===== src/rtl/aud_rx_pkg.sv =====
package aud_rx_pkg;
  localparam int unsigned MAX_W = 32;
  localparam int unsigned CNT_W = $clog2(2 * MAX_W) + 1;

  typedef enum logic [2:0] {
    FMT_LJ   = 3'd0,
    FMT_RJ   = 3'd1,
    FMT_I2S  = 3'd2,
    FMT_DSPA = 3'd3,
    FMT_DSPB = 3'd4
  } fmt_e;

  function automatic logic [CNT_W-1:0] word_bits(input logic [1:0] sel);
    case (sel)
      2'd0:    return CNT_W'(16);
      2'd1:    return CNT_W'(20);
      2'd2:    return CNT_W'(24);
      default: return CNT_W'(32);
    endcase
  endfunction
endpackage


===== src/rtl/aud_rx_slot.sv =====
module aud_rx_slot (
  input  logic clk_i,
  input  logic rst_ni,
  input  logic bclk_i,
  input  logic lrclk_i,
  output logic tick_o,
  output logic edge_o,
  output logic rise_o
);
  logic bclk_q, lr_q, vld_q;

  always_ff @(posedge clk_i or negedge rst_ni) begin
    if (!rst_ni) begin
      bclk_q <= 1'b0;
      lr_q   <= 1'b0;
      vld_q  <= 1'b0;
    end else begin
      bclk_q <= bclk_i;
      if (tick_o) begin
        lr_q  <= lrclk_i;
        vld_q <= 1'b1;
      end
    end
  end

  assign tick_o = bclk_i & ~bclk_q;
  // first slot after reset only sets the reference level
  assign edge_o = tick_o & vld_q & (lrclk_i ^ lr_q);
  assign rise_o = edge_o & lrclk_i;
endmodule


===== src/rtl/aud_rx_width.sv =====
module aud_rx_width import aud_rx_pkg::*; #(
  parameter int unsigned CW = CNT_W
) (
  input  logic          clk_i,
  input  logic          rst_ni,
  input  logic          tick_i,
  input  logic          edge_i,
  input  logic          chk_en_i,
  input  logic [CW-1:0] nbits_i,
  output logic          ferr_o
);
  logic [CW-1:0] plen_q;
  logic          seen_q;

  always_ff @(posedge clk_i or negedge rst_ni) begin
    if (!rst_ni) begin
      plen_q <= '0;
      seen_q <= 1'b0;
      ferr_o <= 1'b0;
    end else begin
      ferr_o <= 1'b0;
      if (tick_i) begin
        if (edge_i) begin
          ferr_o <= chk_en_i & seen_q & (plen_q < nbits_i);
          seen_q <= 1'b1;
          plen_q <= CW'(1);
        end else if (plen_q != '1) begin
          plen_q <= plen_q + CW'(1);
        end
      end
    end
  end
endmodule


===== src/rtl/aud_rx_cap.sv =====
module aud_rx_cap import aud_rx_pkg::*; #(
  parameter int unsigned W  = MAX_W,
  parameter int unsigned CW = CNT_W
) (
  input  logic          clk_i,
  input  logic          rst_ni,
  input  logic          tick_i,
  input  logic          edge_i,
  input  logic          rise_i,
  input  logic          bit_i,
  input  logic          lr_i,
  input  logic          en_i,
  input  logic [2:0]    fmt_i,
  input  logic [CW-1:0] nbits_i,
  output logic          done_o,
  output logic          ch_o,
  output logic [W-1:0]  word_o
);
  logic          dsp, rj, off0, start, new_ch;
  logic [CW-1:0] nbits2;
  logic [W-1:0]  sh_q, sh_n, hist_q, hist_n, nxt, word_n, rj_mask;
  logic [CW-1:0] cnt_q, cnt_n;
  logic          act_q, act_n, ch_q, ch_n, done_n, wch_n;

  assign dsp     = (fmt_i == FMT_DSPA) || (fmt_i == FMT_DSPB);
  assign rj      = (fmt_i == FMT_RJ);
  assign off0    = (fmt_i == FMT_LJ) || (fmt_i == FMT_DSPB);
  assign start   = dsp ? rise_i : edge_i;
  assign new_ch  = (fmt_i == FMT_I2S) ? lr_i : ~lr_i;   // 1 = right
  assign nbits2  = {nbits_i[CW-2:0], 1'b0};
  assign nxt     = {sh_q[W-2:0], bit_i};
  assign rj_mask = ~({W{1'b1}} << nbits_i);

  always_comb begin
    sh_n   = sh_q;
    cnt_n  = cnt_q;
    act_n  = act_q;
    ch_n   = ch_q;
    hist_n = hist_q;
    done_n = 1'b0;
    wch_n  = 1'b0;
    word_n = '0;
    if (tick_i && en_i) begin
      hist_n = {hist_q[W-2:0], bit_i};
      if (rj) begin
        if (edge_i) begin
          done_n = 1'b1;
          word_n = hist_q & rj_mask;
          wch_n  = lr_i;                // closing phase was low
        end
      end else begin
        // running word takes the bit unless a zero-offset start claims it
        if (act_q && !(start && off0)) begin
          sh_n  = nxt;
          cnt_n = cnt_q + CW'(1);
          if (cnt_n == nbits_i || (dsp && cnt_n == nbits2)) begin
            done_n = 1'b1;
            word_n = nxt;
            wch_n  = ch_q;
            if (dsp && !ch_q) begin
              sh_n = '0;
              ch_n = 1'b1;
            end else begin
              act_n = 1'b0;
            end
          end
        end
        if (start) begin
          act_n = 1'b1;
          ch_n  = dsp ? 1'b0 : new_ch;
          sh_n  = off0 ? {{(W-1){1'b0}}, bit_i} : '0;
          cnt_n = off0 ? CW'(1) : '0;
        end
      end
    end
  end

  always_ff @(posedge clk_i or negedge rst_ni) begin
    if (!rst_ni) begin
      sh_q   <= '0;
      hist_q <= '0;
      cnt_q  <= '0;
      act_q  <= 1'b0;
      ch_q   <= 1'b0;
      done_o <= 1'b0;
      ch_o   <= 1'b0;
      word_o <= '0;
    end else begin
      sh_q   <= sh_n;
      hist_q <= hist_n;
      cnt_q  <= cnt_n;
      act_q  <= act_n;
      ch_q   <= ch_n;
      done_o <= done_n;
      ch_o   <= wch_n;
      word_o <= word_n;
    end
  end
endmodule


===== src/rtl/aud_rx.sv =====
module aud_rx import aud_rx_pkg::*; #(
  parameter int unsigned W = MAX_W
) (
  input  logic         clk_i,
  input  logic         rst_ni,
  input  logic         bclk_i,
  input  logic         lrclk_i,
  input  logic         sdata_i,
  input  logic [2:0]   fmt_i,
  input  logic [1:0]   wlen_i,
  output logic [W-1:0] left_o,
  output logic [W-1:0] right_o,
  output logic         valid_o,
  output logic         frame_err_o,
  output logic         cfg_err_o
);
  localparam int unsigned CW = CNT_W;
  localparam logic [CW-1:0] W_C = CW'(W);

  logic          tick, lr_edge, lr_rise, en, dsp;
  logic          done, done_ch;
  logic [W-1:0]  word, word_al, left_hold;
  logic          left_ok;
  logic [CW-1:0] nbits;

  assign nbits     = word_bits(wlen_i);
  assign cfg_err_o = (fmt_i > 3'd4) || ((fmt_i == FMT_RJ) && (wlen_i == 2'd3));
  assign en        = ~cfg_err_o;
  assign dsp       = (fmt_i == FMT_DSPA) || (fmt_i == FMT_DSPB);
  assign word_al   = word << (W_C - nbits);

  aud_rx_slot u_slot (
    .clk_i  (clk_i),
    .rst_ni (rst_ni),
    .bclk_i (bclk_i),
    .lrclk_i(lrclk_i),
    .tick_o (tick),
    .edge_o (lr_edge),
    .rise_o (lr_rise)
  );

  aud_rx_width #(.CW(CW)) u_width (
    .clk_i   (clk_i),
    .rst_ni  (rst_ni),
    .tick_i  (tick),
    .edge_i  (lr_edge),
    .chk_en_i(en & ~dsp),
    .nbits_i (nbits),
    .ferr_o  (frame_err_o)
  );

  aud_rx_cap #(.W(W), .CW(CW)) u_cap (
    .clk_i  (clk_i),
    .rst_ni (rst_ni),
    .tick_i (tick),
    .edge_i (lr_edge),
    .rise_i (lr_rise),
    .bit_i  (sdata_i),
    .lr_i   (lrclk_i),
    .en_i   (en),
    .fmt_i  (fmt_i),
    .nbits_i(nbits),
    .done_o (done),
    .ch_o   (done_ch),
    .word_o (word)
  );

  always_ff @(posedge clk_i or negedge rst_ni) begin
    if (!rst_ni) begin
      left_hold <= '0;
      left_ok   <= 1'b0;
      left_o    <= '0;
      right_o   <= '0;
      valid_o   <= 1'b0;
    end else begin
      valid_o <= 1'b0;
      if (done) begin
        if (!done_ch) begin
          left_hold <= word_al;
          left_ok   <= 1'b1;
        end else if (left_ok) begin
          left_o  <= left_hold;
          right_o <= word_al;
          valid_o <= 1'b1;
          left_ok <= 1'b0;
        end
      end
    end
  end
endmodule


===== config.mk =====
export PLATFORM = sky130hd
export DESIGN_NAME = aud_rx
export DESIGN_NICKNAME = d
export VERILOG_FILES = /design/src/rtl/aud_rx_pkg.sv /design/src/rtl/aud_rx_slot.sv /design/src/rtl/aud_rx_width.sv /design/src/rtl/aud_rx_cap.sv /design/src/rtl/aud_rx.sv
export SDC_FILE = /design/constraint.sdc
export NUM_CORES = 1
export LEC_CHECK = 0
export ABC_CLOCK_PERIOD_IN_PS = 2710
export BUFFER_PORTS_ARGS = -buffer_cell sky130_fd_sc_hd__buf_2
export CAP_MARGIN = 20
export CELL_PAD_IN_SITES_DETAIL_PLACEMENT = 0
export CELL_PAD_IN_SITES_GLOBAL_PLACEMENT = 1
export CORE_MARGIN = 1
export CORE_UTILIZATION = 48
export CTS_CLUSTER_SIZE = 20
export DETAILED_ROUTE_END_ITERATION = 7
export PLACE_DENSITY = 0.79
export SETUP_SLACK_MARGIN = 0.02
export SLEW_MARGIN = 20
export SYNTH_ARGS = -nofsm -noshare
export SYNTH_HDL_FRONTEND = slang
export SYNTH_HIERARCHICAL = 1
export SYNTH_SLANG_ARGS = --single-unit

===== constraint.sdc =====
create_clock -name clk_i -period 2.71 [get_ports clk_i]
set_input_delay 0.6775 -clock clk_i [delete_from_list [all_inputs] [get_ports clk_i]]
set_output_delay 0.6775 -clock clk_i [all_outputs]
set_load 0.02 [all_outputs]

==> results of run 1 <==
==> critical path, delay by kind of cell (launching register included) <==
kind | cells | cell delay (ns)
flip-flops | 1 | 0.41
AND/OR/NAND/NOR | 1 | 0.43
buffers and inverters | 2 | 0.37
adder cells (fa/ha/maj) | 1 | 0.30
AO/OA/AOI/OAI | 4 | 0.75
XOR/XNOR | 1 | 0.15
==> logic make-up (layout without fill, tap and decap cells) <==
logic type	Yosys count	after routing	synth area share
and+or+nand+nor	374	374	0.176
xor gates and xnor gates	21	21	0.0182
DFF	216	216	0.513
other	1	10	0.000356
adders and majority gates	13	13	0.0154
AOI/OAI and AO/OA	225	225	0.148
buffers and inverters	101	202	0.0426
muxes	62	62	0.0869
==> worst max-delay path by stage <==
stage                                             to  slack, ns  cells past startpoint
after detailed placement  u_cap/word_o[12]$_DFF_PN0_      -0.13                     11
after global placement    u_cap/word_o[29]$_DFF_PN0_      -0.08                     11
after floorplan           u_cap/sh_q[10]$_DFFE_PN0P_       0.03                      9
final                     u_cap/word_o[12]$_DFF_PN0_       0.21                      9
after global routing       u_cap/word_o[6]$_DFF_PN0_       0.03                      9
after CTS                 u_cap/word_o[12]$_DFF_PN0_        0.1                     10
==> final cells by class <==
type                    instances  area (um2)
fillers                      1828        8830
flip-flops and latches        216        5410
multi-input cells             705        4770
repair buffers                142        1010
clock buffers                  34         728
well taps                     275         344
clock inverters                 8         133
inverters                      18        67.6
==> per-layer routing <==
layer / up-vias / global-route usage / wire length, um / part of all wire
met2: 192 / 0.376 / 11700 / 0.45
met1: 3882 / 0.339 / 12300 / 0.48
met5: - / 0 / 0 / 0
met3: 44 / 0.0333 / 1070 / 0.042
met4: 0 / 0.0687 / 686 / 0.027
li1: 3819 / - / - / -
==> stage by stage <==
stage | area, um2 | TNS (ns)
2_1_floorplan | 10600 | 0
3_3_place_gp | 11600 | -2.53
3_5_place_dp | 11600 | -4.22
4_1_cts | 12400 | 0
5_1_grt | 12500 | 0
6_report | 12500 | 0
==> layout by cell type (no fill, tap or decap), drive strengths merged, types with 21 or more instances in the layout <==
cell type,Yosys,layout
nor2,36,36
buf,36,142
nand3b,23,23
a31oi,51,51
a21oi,45,45
clkbuf,47,34
nand4b,21,21
o21ai,33,33
dfrtp,216,216
nand3,44,44
mux2,33,33
a22o,31,31
nand2,190,190
==> timing repair <==
action	CTS	global route
setup endpoints to repair	0	41
buffers inserted	0	1
resized for setup	0	4
==> state kept, by name (all words and copies together) (netlist names), 7 cells and up <==
signal,flops
u_cap/hist_q,32
u_cap/word_o,32
left_hold,32
right_o,32
left_o,32
u_cap/sh_q,31
u_cap/cnt_q,7
u_width/plen_q,7
==> power by group <==
group | total, uW | internal, uW | switching, uW
Clock | 3440 | 2150 | 1290
Sequential | 3760 | 3520 | 242
Combinational | 1240 | 560 | 683
Total | 8440 | 6230 | 2210
==> results.yml, run 1 <==
status:
  outcome: "completed"
timing:
  fin_skew_ns: 0.0186
  fin_ws_ns: 0.214
  drv_slew: 0
  hold_viol: 0
  min_period_ns: 2.50
  fmax_mhz: 401
  relSlewSlack: 0.527
  layout_worst_path_cycle_share: 0.921
  grt_setup_unrepaired: "no"
  setup-violations-final: 0
  timing.hold.ws_ns: 0.0327
  tightest_slew_ns: 0.710
cells_and_area:
  fin_cells: 1398
  utilization: 0.585
  fin_nets: 1130
  area_growth_pct: 18.2
  layout-drive-gt1-share: 0.242
  antenna_cells: 0
critical_path:
  crit_fanout: 27
  reg2reg_depth: 9
  critPathArrivalTime_ns: 2.93
  startpoint: "u_cap/cnt_q[1]$_DFFE_PN0P_"
  reg2reg_to: "u_cap/word_o[12]$_DFF_PN0_"
  cp_data_required_time_ns: 3.15
  critPathSlowestCell: "or3_1"
  slowest_delay_ns: 0.43
  path_class: "reg -> reg"
  crit_chain: "ha_2, xnor2_1, o311ai_1, or3_1, o41ai_4, buf_4, buf_12, a31oi_1, a21oi_1"
  startpoint_type: "flop"
  r2r_start: "u_cap/cnt_q[1]$_DFFE_PN0P_"
  end_kind: "flop"
  reg2reg_slack_ns: 0.21
yosys:
  post-synth-top-area-cell: "dfrtp_1"
  synth_seq_area_share: 0.513
  syn-cell-area_um2: 10500
  synth_area_leaders: "dfrtp_1 51%, nand2_1 6.8%, mux4_2 4.3%"
  synth_commonest_cells: "216 x dfrtp_1, 190 x nand2_1, 51 x a31oi_1"
  synth_cells: 1013
  synth_ff_type: "dfrtp_1"
  synth.top_cell.area_share: 0.513
  synth-seq-cells: 216
  synth_edf_count: 0
  synth_most_common_cell: "dfrtp_1"
  synth.distinct_cells: 69
  synth_area_per_cell_um2: 10.4
  yosysWarnings: 6
  async_flop_share: 1.00
pwr:
  fin_total_pwr_uw: 8440
  vdd_drop_max_mv: 0.484
  power_density_nw_per_um2: 677
  p_leak_uw: 0.00565
clock_tree:
  worstSkewPairLatency_ns: 0.52
  cts_made_buffers: 24
  path_clk_slew_ns: 0.06
  clock_sinks: 216
  cts_tree: "yes"
  cts_max_level: 1
  cts_root_buf: "clkbuf_16"
  cts.hold.buffers_added: 0
  clockBufferDepth: 3
placement:
  gp_congestion: 0.873
  place_hpwl_um: 17800
  portBuffers: 76
  dp.cells: 1355
  place_ws_ns: -0.130
routing:
  drt-pass1-iter-count: 5
  wl_um: 25700
  via_per_inst: 5.68
  via_count: 7937
  drt_iter0_markers: 394
  antenna_left: 0
  drc: 0
  wl_per_cell_um: 18.4
floorplanning:
  rows: 53
  io_pins: 77
  die_area_um2: 22600
  fp.dieW_um: 150
  fp.dieH_um: 150
  fp.coreArea_um2: 21300
  start_util: 0.495
global_routing:
  grt_first_pass_wirelength_um: 42000
  grt-ovfl-total: 0
  grt_max_degree: 84
  grt_pass1_vias: 7728
  antenna_found_initial: 0
  grt_util_all_layers: 0.237
job:
  cap_violations: 0
hold_path:
  hold_path.class: "in -> async"
Note: power is estimated with default switching activity, not from simulation.
==> inputs of run 2 (changes only) <==
- ABC_CLOCK_PERIOD_IN_PS: 2710 -> default
- CORE_UTILIZATION: 48 -> 45
- PLACE_DENSITY: 0.79 -> 0.75
==> run 2 against run 1 <==
Net effect:
- clock skew rose by 0.0013 ns
- design area rose by 0.12%
- sequential share of layout area fell by 0.063 points
- cell count rose by 2.9%
- register-to-register slack got worse by 0.04 ns
- worst hold slack improved by 0.045 ns
- die area rose by 6.6%
- largest power group unchanged
- highest routed layer unchanged
==> results.yml, run 2 (synthesis results as in run 1) <==
status:
  outcome: "completed"
floorplanning:
  rows: 55
  start_util: 0.463
  fp.dieW_um: 155
  die_area_um2: 24000
  fp.dieH_um: 155
  fp.coreArea_um2: 22800
  io_pins: 77
timing:
  min_period_ns: 2.54
  relSlewSlack: 0.544
  fmax_mhz: 394
  tightest_slew_ns: 0.684
  fin_skew_ns: 0.0198
  drv_slew: 0
  fin_setup_tns_ns: 0
  setup-violations-final: 0
  grt_setup_unrepaired: "no"
  layout_worst_path_cycle_share: 0.936
  fin_ws_ns: 0.174
  hold_viol: 0
critical_path:
  reg2reg_slack_ns: 0.17
  critPathArrivalTime_ns: 2.98
  path_class: "reg -> reg"
  cp_data_required_time_ns: 3.15
  crit_fanout: 27
  startpoint_type: "flop"
  end_kind: "flop"
pwr:
  pwr-share-comb: 0.146
  fin_total_pwr_uw: 8410
  power.internal_uw: 6160
  clkPwrFrac: 0.408
  power.switching_uw: 2250
  pwr-share-seq: 0.446
  p_sw_frac: 0.268
  power_density_nw_per_um2: 674
  vdd_drop_max_mv: 0.477
  p_leak_uw: 0.00564
placement:
  place_ws_ns: -0.209
  dp.cells: 1394
  portBuffers: 76
  place_hpwl_um: 18000
  gp_congestion: 0.838
cells_and_area:
  fin_cells: 1439
  final_common_cell: "dfrtp_1"
  num-fill-cells: 2047
  antenna_cells: 0
  layout-drive-gt1-share: 0.239
  utilization: 0.548
  fin_nets: 1131
  multi_input_area_um2: 4760
  final_cell_mix: "216 x dfrtp_1, 190 x nand2_1, 75 x buf_2, 57 x buf_4, 51 x a31oi_1"
  area_growth_pct: 18.3
  seqCellArea_um2: 5410
clock_tree:
  clockBufferDepth: 3
  cts_made_buffers: 25
  cts_root_buf: "clkbuf_16"
  path_clk_slew_ns: 0.06
  cts_max_level: 1
  worstSkewPairLatency_ns: 0.54
  cts_tree: "yes"
  clock_sinks: 216
routing:
  via_per_inst: 5.58
  drt_iter0_markers: 566
  wl_um: 25600
  drt-pass1-iter-count: 5
  via_count: 8030
  antenna_left: 0
  drc: 0
  wl_per_cell_um: 17.8
job:
  cap_violations: 0
global_routing:
  grt_first_pass_wirelength_um: 42000
  antenna_found_initial: 0
  grt-ovfl-total: 0
  grt_max_degree: 69
  grt_util_all_layers: 0.219
  grt_pass1_vias: 7724
hold_path:
  hold_path.class: "in -> async"
run 2: worst paths after layout:
| check | start | endpoint | cells after the start |
|---|---|---|---|
| min in group clk_i | bclk_i | u_slot/bclk_q$_DFF_PN0_ | 1 |
| max in group asynchronous | rst_ni | left_o[29]$_DFFE_PN0P_ | 2 |
| max reg2reg | u_cap/cnt_q[2]$_DFFE_PN0P_ | u_cap/word_o[17]$_DFF_PN0_ | 9 |
| min | rst_ni | left_hold[9]$_DFFE_PN0P_ | 1 |
| max | u_cap/cnt_q[2]$_DFFE_PN0P_ | u_cap/word_o[17]$_DFF_PN0_ | 9 |
| min reg2reg | left_o[10]$_DFFE_PN0P_ | left_o[10]$_DFFE_PN0P_ | 2 |
run 2: through the flow:
step / area (um2) / hold slack (ns)
after global routing: 12500 / 0.115
final: 12500 / 0.0774
after floorplan: 10600 / 0.382
after detailed placement: 11600 / 0.452
after global placement: 11600 / 0.449
after CTS: 12500 / 0.0969
run 2: routing by layer:
| metal | share of wire | track usage | wire (um) |
|---|---|---|---|
| met4 | 0.028 | 0.0684 | 712 |
| met1 | 0.48 | 0.323 | 12200 |
| met3 | 0.042 | 0.0270 | 1070 |
| met2 | 0.45 | 0.337 | 11600 |
| met5 | 0 | 0 | 0 |
run 2: worst max-delay path, stage by stage, from the launching register on:
cell      delay [ns]
dfrtp_1         0.47
nand3_1         0.27
nand3b_1        0.16
o311ai_1        0.09
or3_1           0.42
o41ai_4         0.41
buf_4           0.20
buf_12          0.17
a31oi_1         0.09
a21oi_1         0.14
run 2: what timing repair did:
item                       4_1_cts  5_1_grt
resized for setup                0        2
setup buffers                    0        0
setup endpoints to repair        0       31
hold buffers                     0        0
run 2: power by group through the flow:
stage                     clock (uW)  sequential, uW  combinational (uW)
after floorplan                    0            3740                 864
after global routing            3650            3790                1370
after detailed placement           0            3800                1220
final                           3430            3750                1220
after global placement             0            3800                1200
after CTS                       3520            3750                1220
run 2: area by class of cell:
class	count	area share
clock buffer	34	0.0561
clock inverter	11	0.0118
inverter	18	0.00542
multi-input combinational	705	0.382
sequential	216	0.433
tap	313	0.0314
timing repair buffer	142	0.0800
